## config.mk

```make
export PLATFORM = sky130hd
export DESIGN_NAME = mem_lane_steer
export DESIGN_NICKNAME = d
export VERILOG_FILES = /design/src/rtl/lane_pkg.sv /design/src/rtl/lane_req_map.sv /design/src/rtl/lane_rd_track.sv /design/src/rtl/lane_load_ext.sv /design/src/rtl/mem_lane_steer.sv
export SDC_FILE = /design/constraint.sdc
export NUM_CORES = 1
export LEC_CHECK = 0
export CORE_MARGIN = 2
export CORE_UTILIZATION = 23
export CTS_CLUSTER_SIZE = 25
export DETAILED_ROUTE_END_ITERATION = 8
export PLACE_DENSITY_LB_ADDON = 0.15
export SYNTH_ARGS = -nofsm -noshare
export SYNTH_HDL_FRONTEND = slang
export SYNTH_SLANG_ARGS = --single-unit
```

## constraint.sdc

```tcl
create_clock -name clk_i -period 2.6 [get_ports clk_i]
set_input_delay 0.52 -clock clk_i [delete_from_list [all_inputs] [get_ports clk_i]]
set_output_delay 0.52 -clock clk_i [all_outputs]
set_load 0.02 [all_outputs]
```

## src/rtl/lane_pkg.sv

```systemverilog
package lane_pkg;
  localparam int unsigned BYTE_W = 8;

  typedef enum logic {
    ACC_WORD = 1'b0,
    ACC_BYTE = 1'b1
  } acc_size_e;
endpackage

```

## src/rtl/lane_req_map.sv

```systemverilog
module lane_req_map
  import lane_pkg::*;
#(
  parameter int unsigned AW = 16,
  parameter int unsigned DW = 16,
  localparam int unsigned NB = DW / BYTE_W,
  localparam int unsigned LW = $clog2(NB)
) (
  input  logic              clk_i,
  input  logic              rst_ni,
  input  logic              req_i,
  input  logic              we_i,
  input  acc_size_e         size_i,
  input  logic [AW-1:0]     addr_i,
  input  logic [DW-1:0]     wdata_i,
  output logic              mem_req_o,
  output logic              mem_we_o,
  output logic [AW-LW-1:0]  mem_addr_o,
  output logic [NB-1:0]     mem_be_o,
  output logic [DW-1:0]     mem_wdata_o,
  output logic              align_err_o,
  output logic              rd_fire_o,
  output logic [LW-1:0]     lane_o
);
  logic [LW-1:0] lane;
  logic          issue;

  assign lane        = addr_i[LW-1:0];
  assign align_err_o = req_i && (size_i == ACC_WORD) && (lane != '0);
  assign issue       = req_i && !align_err_o;
  assign mem_req_o   = issue;
  assign mem_we_o    = issue && we_i;
  assign rd_fire_o   = issue && !we_i;
  assign mem_addr_o  = addr_i[AW-1:LW];
  assign lane_o      = lane;

  for (genvar k = 0; k < NB; k++) begin : g_lane
    logic sel;
    assign sel = (size_i == ACC_WORD) || (lane == LW'(k));
    assign mem_be_o[k] = issue && sel;
    // byte stores replicate the register low byte on every lane
    assign mem_wdata_o[k*BYTE_W +: BYTE_W] =
      (size_i == ACC_WORD) ? wdata_i[k*BYTE_W +: BYTE_W] : wdata_i[BYTE_W-1:0];
  end

  a_r3_byte_one_lane: assert property (@(posedge clk_i) disable iff (!rst_ni)
    (mem_req_o && size_i == ACC_BYTE) |-> $countones(mem_be_o) == 1);
  a_r8_misaligned_blocked: assert property (@(posedge clk_i) disable iff (!rst_ni)
    align_err_o |-> (!mem_req_o && !mem_we_o && mem_be_o == '0));
  a_r9_idle_quiet: assert property (@(posedge clk_i) disable iff (!rst_ni)
    !req_i |-> (!mem_req_o && !mem_we_o && mem_be_o == '0));
  a_r2_word_all_lanes: assert property (@(posedge clk_i) disable iff (!rst_ni)
    (mem_req_o && size_i == ACC_WORD) |-> (&mem_be_o));
endmodule

```

## src/rtl/lane_rd_track.sv

```systemverilog
module lane_rd_track
  import lane_pkg::*;
#(
  parameter int unsigned LW = 1
) (
  input  logic          clk_i,
  input  logic          rst_ni,
  input  logic          rd_fire_i,
  input  acc_size_e     size_i,
  input  logic [LW-1:0] lane_i,
  output logic          ld_valid_o,
  output acc_size_e     size_o,
  output logic [LW-1:0] lane_o
);
  always_ff @(posedge clk_i or negedge rst_ni) begin
    if (!rst_ni) begin
      ld_valid_o <= 1'b0;
      size_o     <= ACC_WORD;
      lane_o     <= '0;
    end else begin
      ld_valid_o <= rd_fire_i;
      if (rd_fire_i) begin
        size_o <= size_i;
        lane_o <= lane_i;
      end
    end
  end
endmodule

```

## src/rtl/lane_load_ext.sv

```systemverilog
module lane_load_ext
  import lane_pkg::*;
#(
  parameter int unsigned DW = 16,
  localparam int unsigned NB = DW / BYTE_W,
  localparam int unsigned LW = $clog2(NB)
) (
  input  logic          clk_i,
  input  logic          rst_ni,
  input  logic          valid_i,
  input  acc_size_e     size_i,
  input  logic [LW-1:0] lane_i,
  input  logic [DW-1:0] rdata_i,
  output logic [DW-1:0] data_o
);
  logic [BYTE_W-1:0] pick;

  always_comb begin
    pick = rdata_i[BYTE_W-1:0];
    for (int k = 0; k < NB; k++) begin
      if (lane_i == LW'(k)) pick = rdata_i[k*BYTE_W +: BYTE_W];
    end
  end

  assign data_o = (size_i == ACC_WORD) ? rdata_i
                                       : {{(DW-BYTE_W){pick[BYTE_W-1]}}, pick};

  a_r6_sign_fill: assert property (@(posedge clk_i) disable iff (!rst_ni)
    (valid_i && size_i == ACC_BYTE) |->
      (data_o[DW-1:BYTE_W] == {(DW-BYTE_W){data_o[BYTE_W-1]}}));
endmodule

```

## src/rtl/mem_lane_steer.sv

```systemverilog
module mem_lane_steer
  import lane_pkg::*;
#(
  parameter int unsigned AW = 16,
  parameter int unsigned DW = 16,
  localparam int unsigned NB = DW / BYTE_W,
  localparam int unsigned LW = $clog2(NB)
) (
  input  logic              clk_i,
  input  logic              rst_ni,
  input  logic              req_i,
  input  logic              we_i,
  input  logic              byte_i,
  input  logic [AW-1:0]     addr_i,
  input  logic [DW-1:0]     wdata_i,
  input  logic [DW-1:0]     mem_rdata_i,
  output logic              mem_req_o,
  output logic              mem_we_o,
  output logic [AW-LW-1:0]  mem_addr_o,
  output logic [NB-1:0]     mem_be_o,
  output logic [DW-1:0]     mem_wdata_o,
  output logic              align_err_o,
  output logic              ld_valid_o,
  output logic [DW-1:0]     ld_data_o
);
  acc_size_e     size, size_q;
  logic          rd_fire;
  logic [LW-1:0] lane, lane_q;

  assign size = byte_i ? ACC_BYTE : ACC_WORD;

  lane_req_map #(.AW(AW), .DW(DW)) u_map (
    .clk_i       (clk_i),
    .rst_ni      (rst_ni),
    .req_i       (req_i),
    .we_i        (we_i),
    .size_i      (size),
    .addr_i      (addr_i),
    .wdata_i     (wdata_i),
    .mem_req_o   (mem_req_o),
    .mem_we_o    (mem_we_o),
    .mem_addr_o  (mem_addr_o),
    .mem_be_o    (mem_be_o),
    .mem_wdata_o (mem_wdata_o),
    .align_err_o (align_err_o),
    .rd_fire_o   (rd_fire),
    .lane_o      (lane)
  );

  lane_rd_track #(.LW(LW)) u_track (
    .clk_i      (clk_i),
    .rst_ni     (rst_ni),
    .rd_fire_i  (rd_fire),
    .size_i     (size),
    .lane_i     (lane),
    .ld_valid_o (ld_valid_o),
    .size_o     (size_q),
    .lane_o     (lane_q)
  );

  lane_load_ext #(.DW(DW)) u_ext (
    .clk_i   (clk_i),
    .rst_ni  (rst_ni),
    .valid_i (ld_valid_o),
    .size_i  (size_q),
    .lane_i  (lane_q),
    .rdata_i (mem_rdata_i),
    .data_o  (ld_data_o)
  );

  a_r5_load_after_read: assert property (@(posedge clk_i) disable iff (!rst_ni)
    ld_valid_o |-> $past(req_i && !we_i && !align_err_o));
  a_r5_read_yields_load: assert property (@(posedge clk_i) disable iff (!rst_ni)
    (req_i && !we_i && !align_err_o) |=> ld_valid_o);
  a_r8_no_load_on_misalign: assert property (@(posedge clk_i) disable iff (!rst_ni)
    (align_err_o && !we_i) |=> !ld_valid_o);
endmodule

```

[After elaboration in Yosys (flattened, before gate mapping)]
Index checks and enable logic that the tools add are counted.
Storage, ports and cells
  bits in registers: 3
  input port bits: 53
  output and inout port bits: 53
Operators by class
  multiplexer cells: 4
  bitwise gates (word level): 2
  reductions and logical operators: 11
Operator list (number)
  2-to-1 mux 16 bit: 1
  2-to-1 mux 8 bit: 2
  logical AND 1 bit: 7
  zero test 1 bit: 2
  logical OR 1 bit: 2
  NOT 1 bit: 2
  2-to-1 mux 1 bit: 1

[Depth between registers and ports, before layout]
Gate-level depths: netlist of run 1.
  depth after elaboration: 7
  depth in mapped cells: 4
  depth with buffers taken out: 2

[Cells and area by module]
A second synthesis of run 1 with hierarchy kept.
Second synthesis, totals
  cells, all modules: 75
  area total of the unflattened synthesis: 678.2 um^2
By module, submodules not included
  lane_req_map: times used 1, cells an instance 42, area an instance 344.1 um^2, seq. area each 0.0 um^2
  lane_load_ext: times used 1, cells an instance 28, area an instance 236.5 um^2, seq. area each 0.0 um^2
  lane_rd_track: times used 1, cells an instance 5, area an instance 97.6 um^2, seq. area each 75.1 um^2

[Worst setup path before layout of run 1]
No wires, ideal clock.
  kind: input-to-output
  start: input mem_rdata_i[15]
  end: output ld_data_o[10]
  arrival time: 1.090 ns
  setup slack: 0.990 ns
  stages on the path: 2
  cell sequence: mux2i_1 a21oi_1
On the way
  cells in the longest elaborated chain, start to end: 2
Ends and longest elaborated chain
  from (decl): RTL line mem_lane_steer.sv:16  | input logic [DW-1:0] mem_rdata_i,
  2-to-1 mux 8 bit: RTL line lane_load_ext.sv:21  | if (lane_i == LW'(k)) pick = rdata_i[k*BYTE_W +: BYTE_W];
  2-to-1 mux 16 bit: RTL line lane_load_ext.sv:25  | assign data_o = (size_i == ACC_WORD) ? rdata_i
  to (decl): RTL line mem_lane_steer.sv:24  | output logic [DW-1:0] ld_data_o
Every way passes these cells.

[Worst setup path after layout of run 1]
  start: input mem_rdata_i[7]
  end: output ld_data_o[9]
Same word-level chain as after synthesis.

==> impl_metrics.tcl, run 1 <==
set metrics [dict create \
    postCtsSetupBuffers 0 \
    io_pins 106 \
    slew_violations 0 \
    drt-met1-wl_um 720 \
    outcome "complete, no violations" \
    period_minus_slack_ns 2.502 \
    power_leakage_nw 0.5110 \
    worstMarginPinSlew_ns 0.3574 \
    setup.worst_path.end_class "output pin" \
    timing.critical_path.fanout_max 7 \
    drt_iter0_drc 22 \
    rrSetupSlack_ns 1.86 \
    totalWireLength_um 1922 \
    path_class "in2out" \
    maxCapViolations 0 \
    grt_pass1_vias 733 \
    post_synth_instance_area_um2 633.1 \
    final_critical_path_setup_slack_ns 0.09848 \
    hold_violations 0 \
    root_buffer "sky130_fd_sc_hd__clkbuf_4" \
    wl_per_cell_um 11.86 \
    via_density 4.488 \
    dr.pass1.iters 3 \
    final-instance-count-excl-fill 162 \
    synthToLayoutAreaGrowth_pct 99.21 \
    die_span_in_y_um 56.47 \
    vdd_ir_drop_max_mv 0.1919 \
    synth.largest_area_cell "sky130_fd_sc_hd__mux2_2" \
    worstRegToRegCells 1 \
    r2r_end "u_track.lane_o" \
    crit_required_ns 2.08 \
    fin_util 0.4695 \
    die_w_um 56.47 \
    maximum_number_of_pins_on_one_net_before_global_route_repair 15 \
    wire_length_of_the_first_global_routing_pass_um 3105 \
    initial_utilization 0.2357 \
    preCtsSetupSlack_ns -0.04045 \
    route.detailed.drc 0 \
    gr-usage-all-layers 0.1201 \
    met3RoutedLength_um 316 \
    cts-buffers-inserted 3 \
    crit_arrival_ns 1.98 \
    hpwlAfterDp_um 1652 \
    final_layout_size_suffix_gt1_frac 0.2061 \
    routed-wl-met2_um 885 \
    grt_overflow_total 0 \
    number_of_instances_in_the_synthesized_netlist 76 \
    cts_max_path_buffers 2 \
    yosysWarnings 0 \
    routed-via-count 727 \
    net_total_in_the_final_layout 185 \
    placementRows 19 \
    setup.worst_path.start_class "input port" \
    syn_avg_cell_area_um2 8.330 \
    tritoncts "yes" \
    synth.distinct_cells 19 \
    max_slew_margin 0.7570 \
    placement.io_buffers 75 \
    syn_nets 129 \
    place_inst 158 \
    ys_top_cells_by_area "sky130_fd_sc_hd__mux2_2 30%, sky130_fd_sc_hd__buf_4 28%, sky130_fd_sc_hd__dfrtp_1 12%" \
    top_signal_layer_used "met3" \
    p_per_area_nw_per_um2 383.8 \
    num_antenna_cells 0 \
    floorplan.die_area_um2 3188 \
    fmax_ghz 0.3998 \
    report.power.total_w 0.0004840 \
    hp-class "in2async" \
    clock_latency_ns 0.23 \
    ctsHtreeMaxLevel 1 \
    placeable_area_um2 2686 \
    report.final.setup_viol 0 \
    synth.ff_latch_count 3 \
    cts_sinks 3 \
    r2r-start "u_track.lane_o" \
    area_share_of_the_leading_cell_type_in_the_synthesized_netlist 0.3024 \
    worst_clock_skew_ns 0 \
    drt.antenna.violating_nets 0 \
    rsz0062_at_grt "no" \
    hold_buffers 0 \
    fraction_of_the_yosys_area_taken_by_sequential_cells 0.1186 \
    antenna_found_initial 0 \
    cts.clk_slew.worst_paths_ns 0.04 \
    place_congestion 0.7780 \
    final.period_utilization 0.9621 \
]
## cell usage after synthesis (all sizes together)
cell / number
buf: 26
mux2: 17
nor2: 10
a21oi: 7
dfrtp: 3
nand2b: 2
a21o: 1
and2: 1
and3: 1
and3b: 1
inv: 1
mux2i: 1
nand2: 1
nor3b: 1
o21a: 1
or3b: 1
xor2: 1
## critical path: stages
cell and delay (ns):
sky130_fd_sc_hd__clkdlybuf4s50_1 0.45, sky130_fd_sc_hd__mux2i_2 0.33, sky130_fd_sc_hd__a21oi_1 0.12, sky130_fd_sc_hd__clkdlybuf4s50_1 0.55
## state kept, by name, summed over array words and instances, names as in the netlist
| name | cells |
|---|---|
| u_track.ld_valid_o | 1 |
| u_track.lane_o | 1 |
| u_track.size_o | 1 |
## logic make-up (layout without fill, tap and decap cells)
family          after synthesis  after routing  synth area share
flops                         3              3            0.1186
simple gates                 18             18            0.1542
compound gates                9              9           0.07905
mux                          18             18            0.3182
xor+xnor                      1              1           0.01384
buf+inv                      27             82            0.3162
## where the power goes
group,internal (W),total [W],switching (W)
combinational,0.000192,0.000345,0.000153
clock,0.0000574,0.0000795,0.0000221
sequential,0.0000527,0.0000598,0.00000711
## worst max path at each step
stage,endpoint,startpoint
2_1_floorplan,ld_data_o[10],mem_rdata_i[15]
3_3_place_gp,mem_wdata_o[8],byte_i
3_5_place_dp,mem_wdata_o[11],byte_i
4_1_cts,ld_data_o[9],mem_rdata_i[7]
5_1_grt,mem_we_o,byte_i
6_report,ld_data_o[9],mem_rdata_i[7]
## routing by layer
layer  GRT usage  vias up
met5           0        -
met4     0.04082        0
met3     0.07143        0
met2      0.1977       65
met1      0.1264      314
li1            -      348
## cells in the final DEF (no fill, tap or decap)
cell type / instances
sky130_fd_sc_hd__and2_2: 1
sky130_fd_sc_hd__clkbuf_1: 1
sky130_fd_sc_hd__or3b_1: 1
sky130_fd_sc_hd__a21oi_1: 7
sky130_fd_sc_hd__clkbuf_4: 3
sky130_fd_sc_hd__mux2_2: 17
sky130_fd_sc_hd__nor2_1: 10
sky130_fd_sc_hd__clkdlybuf4s50_1: 67
sky130_fd_sc_hd__dlygate4sd2_1: 8
sky130_fd_sc_hd__a21o_1: 1
sky130_fd_sc_hd__nor3b_1: 1
sky130_fd_sc_hd__nand2_2: 1
sky130_fd_sc_hd__buf_4: 2
sky130_fd_sc_hd__and3_2: 1
sky130_fd_sc_hd__inv_1: 1
sky130_fd_sc_hd__xor2_1: 1
sky130_fd_sc_hd__nand2b_1: 2
sky130_fd_sc_hd__dfrtp_1: 3
sky130_fd_sc_hd__o21a_1: 1
sky130_fd_sc_hd__and3b_2: 1
sky130_fd_sc_hd__mux2i_2: 1
## metrics by stage
stage               instance area [µm²]  setup TNS, ns  hold slack (ns)
finish                             1261              0           0.4748
global route                       1261              0           0.4735
global placement                   1241       -0.09465           0.5350
floorplan                         633.1              0           0.2244
detailed placement                 1241        -0.2844           0.5550
CTS                                1261              0           0.4685
## what timing repair did
action / CTS / global route
gates resized for setup: 9 / 0
endpoints found under the hold margin: 0 / 0
setup endpoints to repair: 15 / 0
## final cells by class
type | instances | area [µm²]
multi-input combinational | 46 | 361.6
clock buffer | 4 | 26.28
inverter | 1 | 3.754
timing repair buffer | 77 | 755.7
tap | 31 | 38.79
sequential | 3 | 75.07
fill | 282 | 1425
Power figures use the tool's default switching activity.
==> run 2: changes to the inputs <==
--- a/config.mk
+++ b/config.mk
@@ -5,8 +5,10 @@
 export SDC_FILE = /design/constraint.sdc
 export NUM_CORES = 1
 export LEC_CHECK = 0
+export CELL_PAD_IN_SITES_DETAIL_PLACEMENT = 0
+export CELL_PAD_IN_SITES_GLOBAL_PLACEMENT = 1
 export CORE_MARGIN = 2
-export CORE_UTILIZATION = 23
+export CORE_UTILIZATION = 13
 export CTS_CLUSTER_SIZE = 25
 export DETAILED_ROUTE_END_ITERATION = 8
 export PLACE_DENSITY_LB_ADDON = 0.15
==> run 2 against run 1 <==
Effect of this change:
- clock skew unchanged
- global-route usage shrank 4.7 points
- sequential power rose by 2%
- total power up 13%
- design area is 8.2% higher
- first-iteration DRC count decreased by 82%
- flip-flop and latch count unchanged
- non-clock buffer count is 1 higher
- wire length grew 12%
- die area rose by 71%
- core utilization is 18 points lower
- largest cell class unchanged
==> impl_metrics.tcl, run 2 (synthesis results as in run 1) <==
set metrics [dict create \
    power.internal_w 0.0003547 \
    final-instance-count-excl-fill 199 \
    ctsHtreeMaxLevel 1 \
    net_total_in_the_final_layout 186 \
    report.final.setup_viol 0 \
    grt_pass1_vias 768 \
    placeable_area_um2 4723 \
    cts_sinks 3 \
    clock_latency_ns 0.21 \
    hold_violations 0 \
    r2r_end "u_track.lane_o" \
    drt.antenna.violating_nets 0 \
    final.period_utilization 0.9642 \
    worstMarginPinSlew_ns 0.2311 \
    route.detailed.drc 0 \
    gr-usage-all-layers 0.07342 \
    floorplan.die_area_um2 5444 \
    vdd_ir_drop_max_mv 0.09877 \
    antenna_found_initial 0 \
    num_antenna_cells 0 \
    hp-class "in2async" \
    r2r-start "u_track.lane_o" \
    maxCapViolations 0 \
    synthToLayoutAreaGrowth_pct 115.6 \
    fmax_ghz 0.3989 \
    worst-path-buf-inv 2 \
    final_common_cell "sky130_fd_sc_hd__clkdlybuf4s50_1" \
    initial_utilization 0.1340 \
    grt_overflow_total 0 \
    power_frac_comb 0.645 \
    setup.worst_path.end_class "output pin" \
    io_pins 106 \
    slew_violations 0 \
    cts_max_path_buffers 2 \
    timing.critical_path.fanout_max 7 \
    critical_path.most_common_cell "sky130_fd_sc_hd__clkdlybuf4s50_1" \
    cts-buffers-inserted 3 \
    path_class "in2out" \
    max_slew_margin 0.8426 \
    share_seq_of_total_power 0.112 \
    via_density 3.668 \
    p_per_area_nw_per_um2 400.2 \
    mostFrequentLayoutCells "65 x sky130_fd_sc_hd__clkdlybuf4s50_1, 17 x sky130_fd_sc_hd__mux2_2, 10 x sky130_fd_sc_hd__nor2_1, 7 x sky130_fd_sc_hd__a21oi_1, 7 x sky130_fd_sc_hd__dlymetal6s2s_1" \
    fraction_of_power_spent_switching_nets 0.3507 \
    drt_iter0_drc 4 \
    wire_length_of_the_first_global_routing_pass_um 3263 \
    root_buffer "sky130_fd_sc_hd__clkbuf_8" \
    cp_cell_sequence "clkdlybuf4s50_1 > mux2i_4 > a21oi_1 > clkdlybuf4s50_1" \
    rrSetupSlack_ns 1.83 \
    worst_path_max_delay_cell "sky130_fd_sc_hd__clkdlybuf4s50_1" \
    placementRows 25 \
    die_w_um 73.79 \
    dr.pass1.iters 2 \
    hold_buffers 0 \
    die_span_in_y_um 73.79 \
    setup.worst_path.start_class "input port" \
    routed-via-count 730 \
    crit_required_ns 2.08 \
    totalWireLength_um 2157 \
    maximum_number_of_pins_on_one_net_before_global_route_repair 15 \
    worstRegToRegCells 1 \
    place_congestion 0.7540 \
    cts.clk_slew.worst_paths_ns 0.03 \
    rsz0062_at_grt "no" \
    period_minus_slack_ns 2.507 \
    net-switching-power_w 0.0001916 \
    final_layout_size_suffix_gt1_frac 0.2121 \
    top_regs "u_track.lane_o x1, u_track.ld_valid_o x1, u_track.size_o x1" \
    share_clk_of_total_power 0.243 \
    outcome "complete, no violations" \
    crit_arrival_ns 1.99 \
    setup_tns_ns 0 \
    tritoncts "yes" \
    placement.io_buffers 75 \
    place_inst 195 \
    worst_clock_skew_ns 0 \
    critical-path-max-stage-delay_ns 0.63 \
    postCtsSetupBuffers 0 \
    path_delay_family "buffers and inverters" \
    wl_per_cell_um 10.84 \
    hpwlAfterDp_um 1866 \
    power_leakage_nw 0.5903 \
]
==> run 2: stage by stage <==
| stage | worst slack (ns) | utilization | total power (W) | hold slack [ns] | area, µm² |
|---|---|---|---|---|---|
| floorplan | 0.9897 | - | 0.0002711 | 0.2244 | 633.1 |
| CTS | 0.01361 | 0.2834 | 0.0005552 | 0.4857 | 1339 |
| global route | 0.002824 | 0.2890 | 0.0005845 | 0.4949 | 1365 |
| finish | 0.09306 | 0.2890 | 0.0005463 | 0.4867 | 1365 |
| detailed placement | -0.001284 | 0.2739 | 0.0004168 | 0.5644 | 1294 |
| global placement | -0.007117 | 0.2739 | 0.0004176 | 0.5485 | 1294 |
==> run 2: power groups by stage <==
stage               combinational [W]  sequential, W  clock (W)
finish                       0.000352      0.0000610   0.000133
global route                 0.000379      0.0000627   0.000143
CTS                          0.000357      0.0000604   0.000138
detailed placement           0.000356      0.0000607          0
global placement             0.000357      0.0000603          0
floorplan                    0.000214      0.0000575          0
==> run 2: worst max-delay path by stage <==
stage	endpoint	startpoint	slack, ns	cells after the start
finish	ld_data_o[14]	mem_rdata_i[15]	0.09	4
global route	ld_data_o[14]	mem_rdata_i[15]	0.003	4
CTS	mem_wdata_o[8]	byte_i	0.01	4
detailed placement	ld_data_o[14]	mem_rdata_i[15]	-0.001	4
global placement	mem_wdata_o[15]	byte_i	-0.007	4
floorplan	ld_data_o[10]	mem_rdata_i[15]	0.99	2
==> run 2: timing repair <==
item / 4_1_cts / 5_1_grt
endpoints found under the setup margin: 4 / 11
resized for setup: 4 / 8
pin swaps: 0 / 0
==> run 2: layout make-up <==
cell class	count	area [µm²]
clock buffers	4	45.04
flip-flops and latches	3	75.07
repair buffers	78	787.0
multi-input cells	46	370.4
inverters	1	3.754
well taps	67	83.83
fillers	513	3358
==> run 2: routing by layer <==
| metal | GRT usage | wire length (µm) | up-vias |
|---|---|---|---|
| met1 | 0.08905 | 844 | 316 |
| met4 | 0.008081 | 0 | 0 |
| met5 | 0 | 0 | - |
| met2 | 0.1230 | 918 | 66 |
| li1 | - | - | 348 |
| met3 | 0.03292 | 394 | 0 |
